<file path="src/rtl/profmod_pkg.sv">
package profmod_pkg;
  typedef enum logic [1:0] {
    MOD_NONE  = 2'd0,
    MOD_FREQ  = 2'd1,
    MOD_PHASE = 2'd2,
    MOD_AMP   = 2'd3
  } mod_kind_e;

  // packed MSB first: auto_clr is bit 5, kind is bits [1:0]
  typedef struct packed {
    logic      auto_clr;
    logic      clr_hold;
    logic [1:0] depth;
    mod_kind_e kind;
  } mod_ctrl_t;

  localparam int CTRL_W = 6;
endpackage

</file>
<file path="src/rtl/prof_shadow_bank.sv">
module prof_shadow_bank
  import profmod_pkg::*;
#(
  parameter int NPROF = 16,
  parameter int FTW_W = 32,
  parameter int POW_W = 14,
  parameter int AMP_W = 10,
  localparam int IDX_W = $clog2(NPROF),
  localparam int ADDR_W = IDX_W + 1
) (
  input  logic                            clk,
  input  logic                            rst,
  input  logic                            wr_en,
  input  logic [ADDR_W-1:0]               wr_addr,
  input  logic [FTW_W-1:0]                wr_data,
  input  logic                            io_update,
  output mod_ctrl_t                       act_ctrl,
  output logic [NPROF-1:0][FTW_W-1:0]     act_bank,
  output logic [POW_W-1:0]                act_pow,
  output logic [AMP_W-1:0]                act_amp
);
  mod_ctrl_t                   sh_ctrl;
  logic [NPROF-1:0][FTW_W-1:0] sh_bank;
  logic [POW_W-1:0]            sh_pow;
  logic [AMP_W-1:0]            sh_amp;

  logic              to_bank;
  logic [IDX_W-1:0]  slot;
  assign to_bank = wr_addr[ADDR_W-1];
  assign slot    = wr_addr[IDX_W-1:0];

  // shadow side: written by the configuration port only
  always_ff @(posedge clk) begin
    if (rst) begin
      sh_ctrl <= '0;
      sh_bank <= '0;
      sh_pow  <= '0;
      sh_amp  <= '0;
    end else if (wr_en) begin
      if (to_bank) begin
        sh_bank[slot] <= wr_data;
      end else begin
        case (slot)
          IDX_W'(0): sh_ctrl <= mod_ctrl_t'(wr_data[CTRL_W-1:0]);
          IDX_W'(1): sh_pow  <= wr_data[POW_W-1:0];
          IDX_W'(2): sh_amp  <= wr_data[AMP_W-1:0];
          default:   ;
        endcase
      end
    end
  end

  // active side: whole-bank transfer on the update strobe
  always_ff @(posedge clk) begin
    if (rst) begin
      act_ctrl <= '0;
      act_bank <= '0;
      act_pow  <= '0;
      act_amp  <= '0;
    end else if (io_update) begin
      act_ctrl <= sh_ctrl;
      act_bank <= sh_bank;
      act_pow  <= sh_pow;
      act_amp  <= sh_amp;
    end
  end

  // active registers move only on an update edge
  p_hold_without_update_r2: assert property (@(posedge clk) disable iff (rst)
    !io_update |=> ($stable(act_ctrl) && $stable(act_bank) &&
                    $stable(act_pow) && $stable(act_amp)));
endmodule

</file>
<file path="src/rtl/prof_level_select.sv">
module prof_level_select
  import profmod_pkg::*;
#(
  parameter int NPROF = 16,
  parameter int FTW_W = 32,
  parameter int POW_W = 14,
  parameter int AMP_W = 10,
  localparam int IDX_W = $clog2(NPROF)
) (
  input  logic                        clk,
  input  logic                        rst,
  input  logic [IDX_W-1:0]            pins,
  input  mod_ctrl_t                   act_ctrl,
  input  logic [NPROF-1:0][FTW_W-1:0] act_bank,
  input  logic [POW_W-1:0]            act_pow,
  input  logic [AMP_W-1:0]            act_amp,
  output logic [FTW_W-1:0]            ftw_o,
  output logic [POW_W-1:0]            pow_o,
  output logic [AMP_W-1:0]            amp_o
);
  logic [IDX_W-1:0] pin_q;
  logic [IDX_W-1:0] lvl_idx;
  logic [IDX_W-1:0] sel_idx;
  logic [FTW_W-1:0] word;

  always_ff @(posedge clk) begin
    if (rst) pin_q <= '0;
    else     pin_q <= pins;
  end

  // lowest-numbered pin enters first and ends up most significant
  always_comb begin
    lvl_idx = '0;
    for (int i = 0; i < IDX_W; i++) begin
      if (i <= int'(act_ctrl.depth)) lvl_idx = {lvl_idx[IDX_W-2:0], pin_q[i]};
    end
  end

  assign sel_idx = (act_ctrl.kind == MOD_NONE) ? '0 : lvl_idx;
  assign word    = act_bank[sel_idx];

  always_ff @(posedge clk) begin
    if (rst) begin
      ftw_o <= '0;
      pow_o <= '0;
      amp_o <= '0;
    end else begin
      ftw_o <= (act_ctrl.kind == MOD_FREQ) ? word : act_bank[0];
      pow_o <= (act_ctrl.kind == MOD_PHASE && sel_idx != '0) ?
               word[FTW_W-1 -: POW_W] : act_pow;
      amp_o <= (act_ctrl.kind == MOD_AMP && sel_idx != '0) ?
               word[FTW_W-1 -: AMP_W] : act_amp;
    end
  end

  // index never reaches beyond the levels the depth allows
  p_index_range_r4: assert property (@(posedge clk) disable iff (rst)
    (({1'b0, lvl_idx} >> (int'(act_ctrl.depth) + 1)) == '0));

  // single tone follows the base registers
  p_single_tone_r8: assert property (@(posedge clk) disable iff (rst)
    (act_ctrl.kind == MOD_NONE) |=>
      (ftw_o == $past(act_bank[0]) && pow_o == $past(act_pow) &&
       amp_o == $past(act_amp)));
endmodule

</file>
<file path="src/rtl/prof_phase_acc.sv">
module prof_phase_acc #(
  parameter int FTW_W = 32,
  parameter int POW_W = 14
) (
  input  logic             clk,
  input  logic             rst,
  input  logic [FTW_W-1:0] ftw,
  input  logic [POW_W-1:0] pow,
  input  logic             clr_hold,
  input  logic             auto_clr,
  input  logic             io_update,
  output logic [POW_W-1:0] phase_o
);
  logic [FTW_W-1:0] acc;
  logic             upd_d;

  always_ff @(posedge clk) begin
    if (rst) begin
      acc     <= '0;
      upd_d   <= 1'b0;
      phase_o <= '0;
    end else begin
      upd_d <= io_update;
      if (clr_hold || (auto_clr && upd_d)) acc <= '0;
      else                                 acc <= acc + ftw;
      phase_o <= acc[FTW_W-1 -: POW_W] + pow;
    end
  end

  // held at zero while clear-and-hold is active
  p_clear_hold_r11: assert property (@(posedge clk) disable iff (rst)
    clr_hold |=> (acc == '0));

  // one zeroing cycle following each update edge
  p_auto_clear_r12: assert property (@(posedge clk) disable iff (rst)
    (auto_clr && upd_d) |=> (acc == '0));
endmodule

</file>
<file path="src/rtl/profile_modulator.sv">
module profile_modulator
  import profmod_pkg::*;
#(
  parameter int NPROF = 16,
  parameter int FTW_W = 32,
  parameter int POW_W = 14,
  parameter int AMP_W = 10,
  localparam int IDX_W = $clog2(NPROF),
  localparam int ADDR_W = IDX_W + 1
) (
  input  logic              clk,
  input  logic              rst,
  input  logic              cfg_we,
  input  logic [ADDR_W-1:0] cfg_addr,
  input  logic [FTW_W-1:0]  cfg_wdata,
  input  logic              io_update,
  input  logic [IDX_W-1:0]  prof_pins,
  output logic [FTW_W-1:0]  ftw_o,
  output logic [POW_W-1:0]  pow_o,
  output logic [AMP_W-1:0]  amp_o,
  output logic [POW_W-1:0]  phase_o
);
  mod_ctrl_t                   act_ctrl;
  logic [NPROF-1:0][FTW_W-1:0] act_bank;
  logic [POW_W-1:0]            act_pow;
  logic [AMP_W-1:0]            act_amp;

  prof_shadow_bank #(.NPROF(NPROF), .FTW_W(FTW_W), .POW_W(POW_W), .AMP_W(AMP_W)) u_bank (
    .clk(clk), .rst(rst), .wr_en(cfg_we), .wr_addr(cfg_addr), .wr_data(cfg_wdata),
    .io_update(io_update), .act_ctrl(act_ctrl), .act_bank(act_bank),
    .act_pow(act_pow), .act_amp(act_amp)
  );

  prof_level_select #(.NPROF(NPROF), .FTW_W(FTW_W), .POW_W(POW_W), .AMP_W(AMP_W)) u_sel (
    .clk(clk), .rst(rst), .pins(prof_pins), .act_ctrl(act_ctrl), .act_bank(act_bank),
    .act_pow(act_pow), .act_amp(act_amp), .ftw_o(ftw_o), .pow_o(pow_o), .amp_o(amp_o)
  );

  prof_phase_acc #(.FTW_W(FTW_W), .POW_W(POW_W)) u_acc (
    .clk(clk), .rst(rst), .ftw(ftw_o), .pow(pow_o), .clr_hold(act_ctrl.clr_hold),
    .auto_clr(act_ctrl.auto_clr), .io_update(io_update), .phase_o(phase_o)
  );
endmodule

</file>
<file path="config.mk">
export PLATFORM = sky130hd
export DESIGN_NAME = profile_modulator
export DESIGN_NICKNAME = d
export VERILOG_FILES = /design/src/rtl/profmod_pkg.sv /design/src/rtl/prof_shadow_bank.sv /design/src/rtl/prof_level_select.sv /design/src/rtl/prof_phase_acc.sv /design/src/rtl/profile_modulator.sv
export SDC_FILE = /design/constraint.sdc
export NUM_CORES = 2
export LEC_CHECK = 0
export ABC_AREA = 1
export BUFFER_PORTS_ARGS = -buffer_cell sky130_fd_sc_hd__clkbuf_2
export CAP_MARGIN = 20
export CORE_ASPECT_RATIO = 0.75
export CORE_UTILIZATION = 50
export DETAILED_ROUTE_END_ITERATION = 16
export GPL_ROUTABILITY_DRIVEN = 1
export GPL_TIMING_DRIVEN = 0
export MAX_ROUTING_LAYER = met4
export PLACE_DENSITY = 0.64
export SKIP_CTS_REPAIR_TIMING = 1
export SYNTH_ARGS = -nofsm -noshare
export SYNTH_HDL_FRONTEND = slang
export SYNTH_SLANG_ARGS = --single-unit
</file>
<file path="constraint.sdc">
create_clock -name clk -period 4.85 [get_ports clk]
set_input_delay 1.2125 -clock clk [delete_from_list [all_inputs] [get_ports clk]]
set_output_delay 1.2125 -clock clk [all_outputs]
set_load 0.02 [all_outputs]
</file>
==> results.txt <==
----------------------------------------------------
[STA]
  Setup clock skew after layout ... 0.0344 ns
  Number of setup violations in the final report ... 0
  Transition at the pin with the smallest max-transition slack ... 1.26 ns
  Final hold violation count ... 0
  Final Worst Setup Slack ... 0.863 ns
  Fin. max-slew vios ... 0
  Time the worst path needs with I/O delays and setup ... 3.99 ns
  Final worst-path cycle share ... 82.2%
  Headroom to the max-slew limit ... 16.2%
  Setup repair after global routing missed its margin ... false
  Worst-case hold slack ... 0.437 ns
  F_max ... 0.251 GHz

[Route]
  Count of vias placed by the detailed router ... 47500
  Violation count after the first detailed-routing iteration ... 8189
  Count of nets left with antenna violations after detail routing ... 0
  Average wire per cell in the routed design ... 27.3 um
  Routed Wire Length ... 217000 um
  DRC violations left ... 0
  Vias per inst ... 5.98
  First-pass iteration count of the detailed router ... 6

[Setup path]
  Chain of cells forming the critical path ... clkbuf_2 -> clkinv_1 -> clkbuf_1 -> clkbuf_1 -> buf_8 -> clkbuf_1 -> o21ai_0 -> a21oi_1
  Cell occurring most often along the worst timing path ... clkbuf_1
  Arrival time of the worst setup path ... 4.65 ns
  Largest stage delay on the critical path ... 0.75 ns
  Largest driver fanout on the critical path ... 10
  CP Capture Type ... flop
  Slowest stage cell, crit path ... clkbuf_1
  Classification of the worst setup path ... in -> reg
  Kind of launch point of the worst setup path ... primary input
  Critical Path RT ... 5.51 ns

[Cells and area]
  Area overhead of the layout relative to synthesis ... 12.9%
  Final core utilization ... 57.5%
  Fraction of final layout cells sized beyond drive strength 1 ... 6.45%
  Number of nets in the layout ... 6691

[Place]
  Gp weighted congestion ... 1.08
  Worst setup slack before clock tree synthesis ... 0.304 ns
  Post-DP HPWL ... 160000 um
  Number of buffers added on ports ... 109

[Global routing]
  Total global routing overflow ... 0
  Largest net degree at the start of global routing ... 17
  Overall routing resource usage ... 44.3%
  First-pass GRT wire length ... 298000 um
  Via count of the first global-routing pass ... 40700
  Antenna violations before repair ... 16

[Floorplanning]
  Die area ... 97200 um^2
  Width of the die ... 360 um
  Die Y-Extent ... 270 um
  Io pins ... 115
  Floorplan row count ... 97
  Initial core utilization ... 50.9%
  Core region area ... 94200 um^2

[Logic synthesis]
  Post-synth EDFFs ... 0
  Cell types with the highest counts after synthesis ... 1191 x dfxtp_1, 1167 x a21oi_1, 1094 x o21ai_0, 789 x inv_1, 606 x nand2_1
  Proportion of netlist area held by the largest area contributor ... 49.7%
  Top flip-flop cell by instance count after synthesis ... dfxtp_1
  Post-synthesis net count ... 6458
  Yosys warnings ... 0
  #FFs+latches synth ... 1191
  Post-synthesis instance total ... 6367
  Cell area after synthesis ... 48000 um^2
  Ranking of synthesized cells by area ... dfxtp_1 50%, a21oi_1 12%, o21ai_0 11%
  Proportion of register bits with asynchronous set or reset after synthesis ... 0%
  Library cell occupying the most area in the post-synthesis netlist ... dfxtp_1
  Syn Area/Cell ... 7.54 um^2
  Count of unique library cells instantiated by Yosys ... 38
  Share of the yosys chip area belonging to registers ... 49.7%
  Top-count cell post-synth ... dfxtp_1

[Job]
  Maximum capacitance violations ... 0

[CTS]
  TritonCTS buffer count ... 112
  Worst-skew pair later-pin latency ... 0.75 ns
  Clock tree from TritonCTS ... done
  H-Tree Depth ... 3
  Clock-pin slew reported for the worst setup and hold paths after clock tree synthesis ... 0.07 ns
  Clock buffer depth ... 3
  Clock net sink count ... 1191
  Clock root cell ... clkbuf_16

[Power and ir drop]
  Worst ir drop on vdd ... 318 uV
  PwrDens ... 404 nW/um^2
  Leakage component of the power ... 21.4 nW

[Status]
  Outcome ... completed

[Hold path]
  Type of the most critical hold path ... reg -> reg

----------------------------------------------------
==> worst paths after layout <==
check | start | end | slack, ns | depth (start not counted)
min reg2reg | u_bank.sh_bank[5] | u_bank.act_bank[5] | 0.44 | 2
max | rst | u_bank.act_ctrl[2] | 0.86 | 8
min | u_bank.sh_bank[5] | u_bank.act_bank[5] | 0.44 | 2
max reg2reg | u_bank.act_ctrl[1] | u_sel.ftw_o[0] | 1.25 | 12
==> per-stage QoR <==
stage               instances  power [W]  cell area [um^2]  TNS [ns]
floorplan                6367     0.0116             48000         0
global placement         7713     0.0126             50100    -0.175
detailed placement       7721     0.0126             50200         0
CTS                      7929     0.0217             54100         0
global route             7935     0.0224             54100         0
finish                   7944     0.0219             54100         0
==> cell families after synthesis <==
| group | after synthesis | share of synthesized area, % |
|---|---|---|
| flip-flops | 1191 | 49.7 |
| buffers and inverters | 1309 | 10.5 |
| AO/OA/AOI/OAI | 2341 | 24.8 |
| AND/OR/NAND/NOR | 1478 | 13.7 |
| XOR/XNOR | 2 | 0.0365 |
| adder cells (fa/ha/maj) | 46 | 1.23 |
==> worst max-delay path, delay by kind of cell <==
family                 cells  cell delay, ns
buffers and inverters      6            2.59
AOI/OAI and AO/OA          2            0.79
==> sequential cells by signal, indices dropped and copies added, names as in the netlist <==
name / count
u_acc.phase_o: 14
u_bank.sh_amp: 10
u_sel.amp_o: 10
u_bank.act_amp: 10
u_acc.acc: 32
u_sel.pow_o: 14
u_bank.sh_ctrl: 6
u_bank.act_bank: 512
u_acc.upd_d: 1
u_sel.ftw_o: 32
u_bank.sh_bank: 512
u_sel.pin_q: 4
u_bank.act_pow: 14
u_bank.sh_pow: 14
u_bank.act_ctrl: 6
==> power by group <==
part,internal [W],switching [W],total [W]
clock network,0.00519,0.00416,0.00935
registers,0.0101,0.000184,0.0103
logic,0.000537,0.00171,0.00225
total,0.0158,0.00606,0.0219
==> cells in the final DEF (no fill, tap or decap), drive strengths merged, types with 8 or more instances in the layout <==
| cell | instances |
|---|---|
| dfxtp | 1191 |
| a21oi | 1167 |
| o21ai | 1097 |
| inv | 816 |
| clkbuf | 658 |
| nand2 | 610 |
| nand3 | 535 |
| nor2 | 254 |
| buf | 112 |
| nand3b | 65 |
| ha | 44 |
| a211oi | 33 |
| clkinv | 32 |
| o211ai | 19 |
| diode | 13 |
| o21a | 13 |
| bufinv | 10 |
| clkinvlp | 8 |
==> cell type report <==
type,instances,area [um^2]
fillers,9062,40000
flip-flops and latches,1191,23800
multi-input cells,3867,19100
clock buffers,160,3210
inverters,818,3070
plain buffers,491,2000
well taps,1237,1550
repair buffers,119,739
clock inverters,48,618
diodes,13,32.5
==> metal layers <==
| layer | up-vias | global-route usage (%) | routed length (um) |
|---|---|---|---|
| met5 | - | - | 0 |
| met4 | 0 | 17.0 | 9380 |
| met3 | 377 | 17.7 | 35000 |
| met2 | 3033 | 51.4 | 75700 |
| met1 | 22500 | 65.6 | 96600 |
| li1 | 21600 | - | - |
Power figures use the tool's default switching activity.
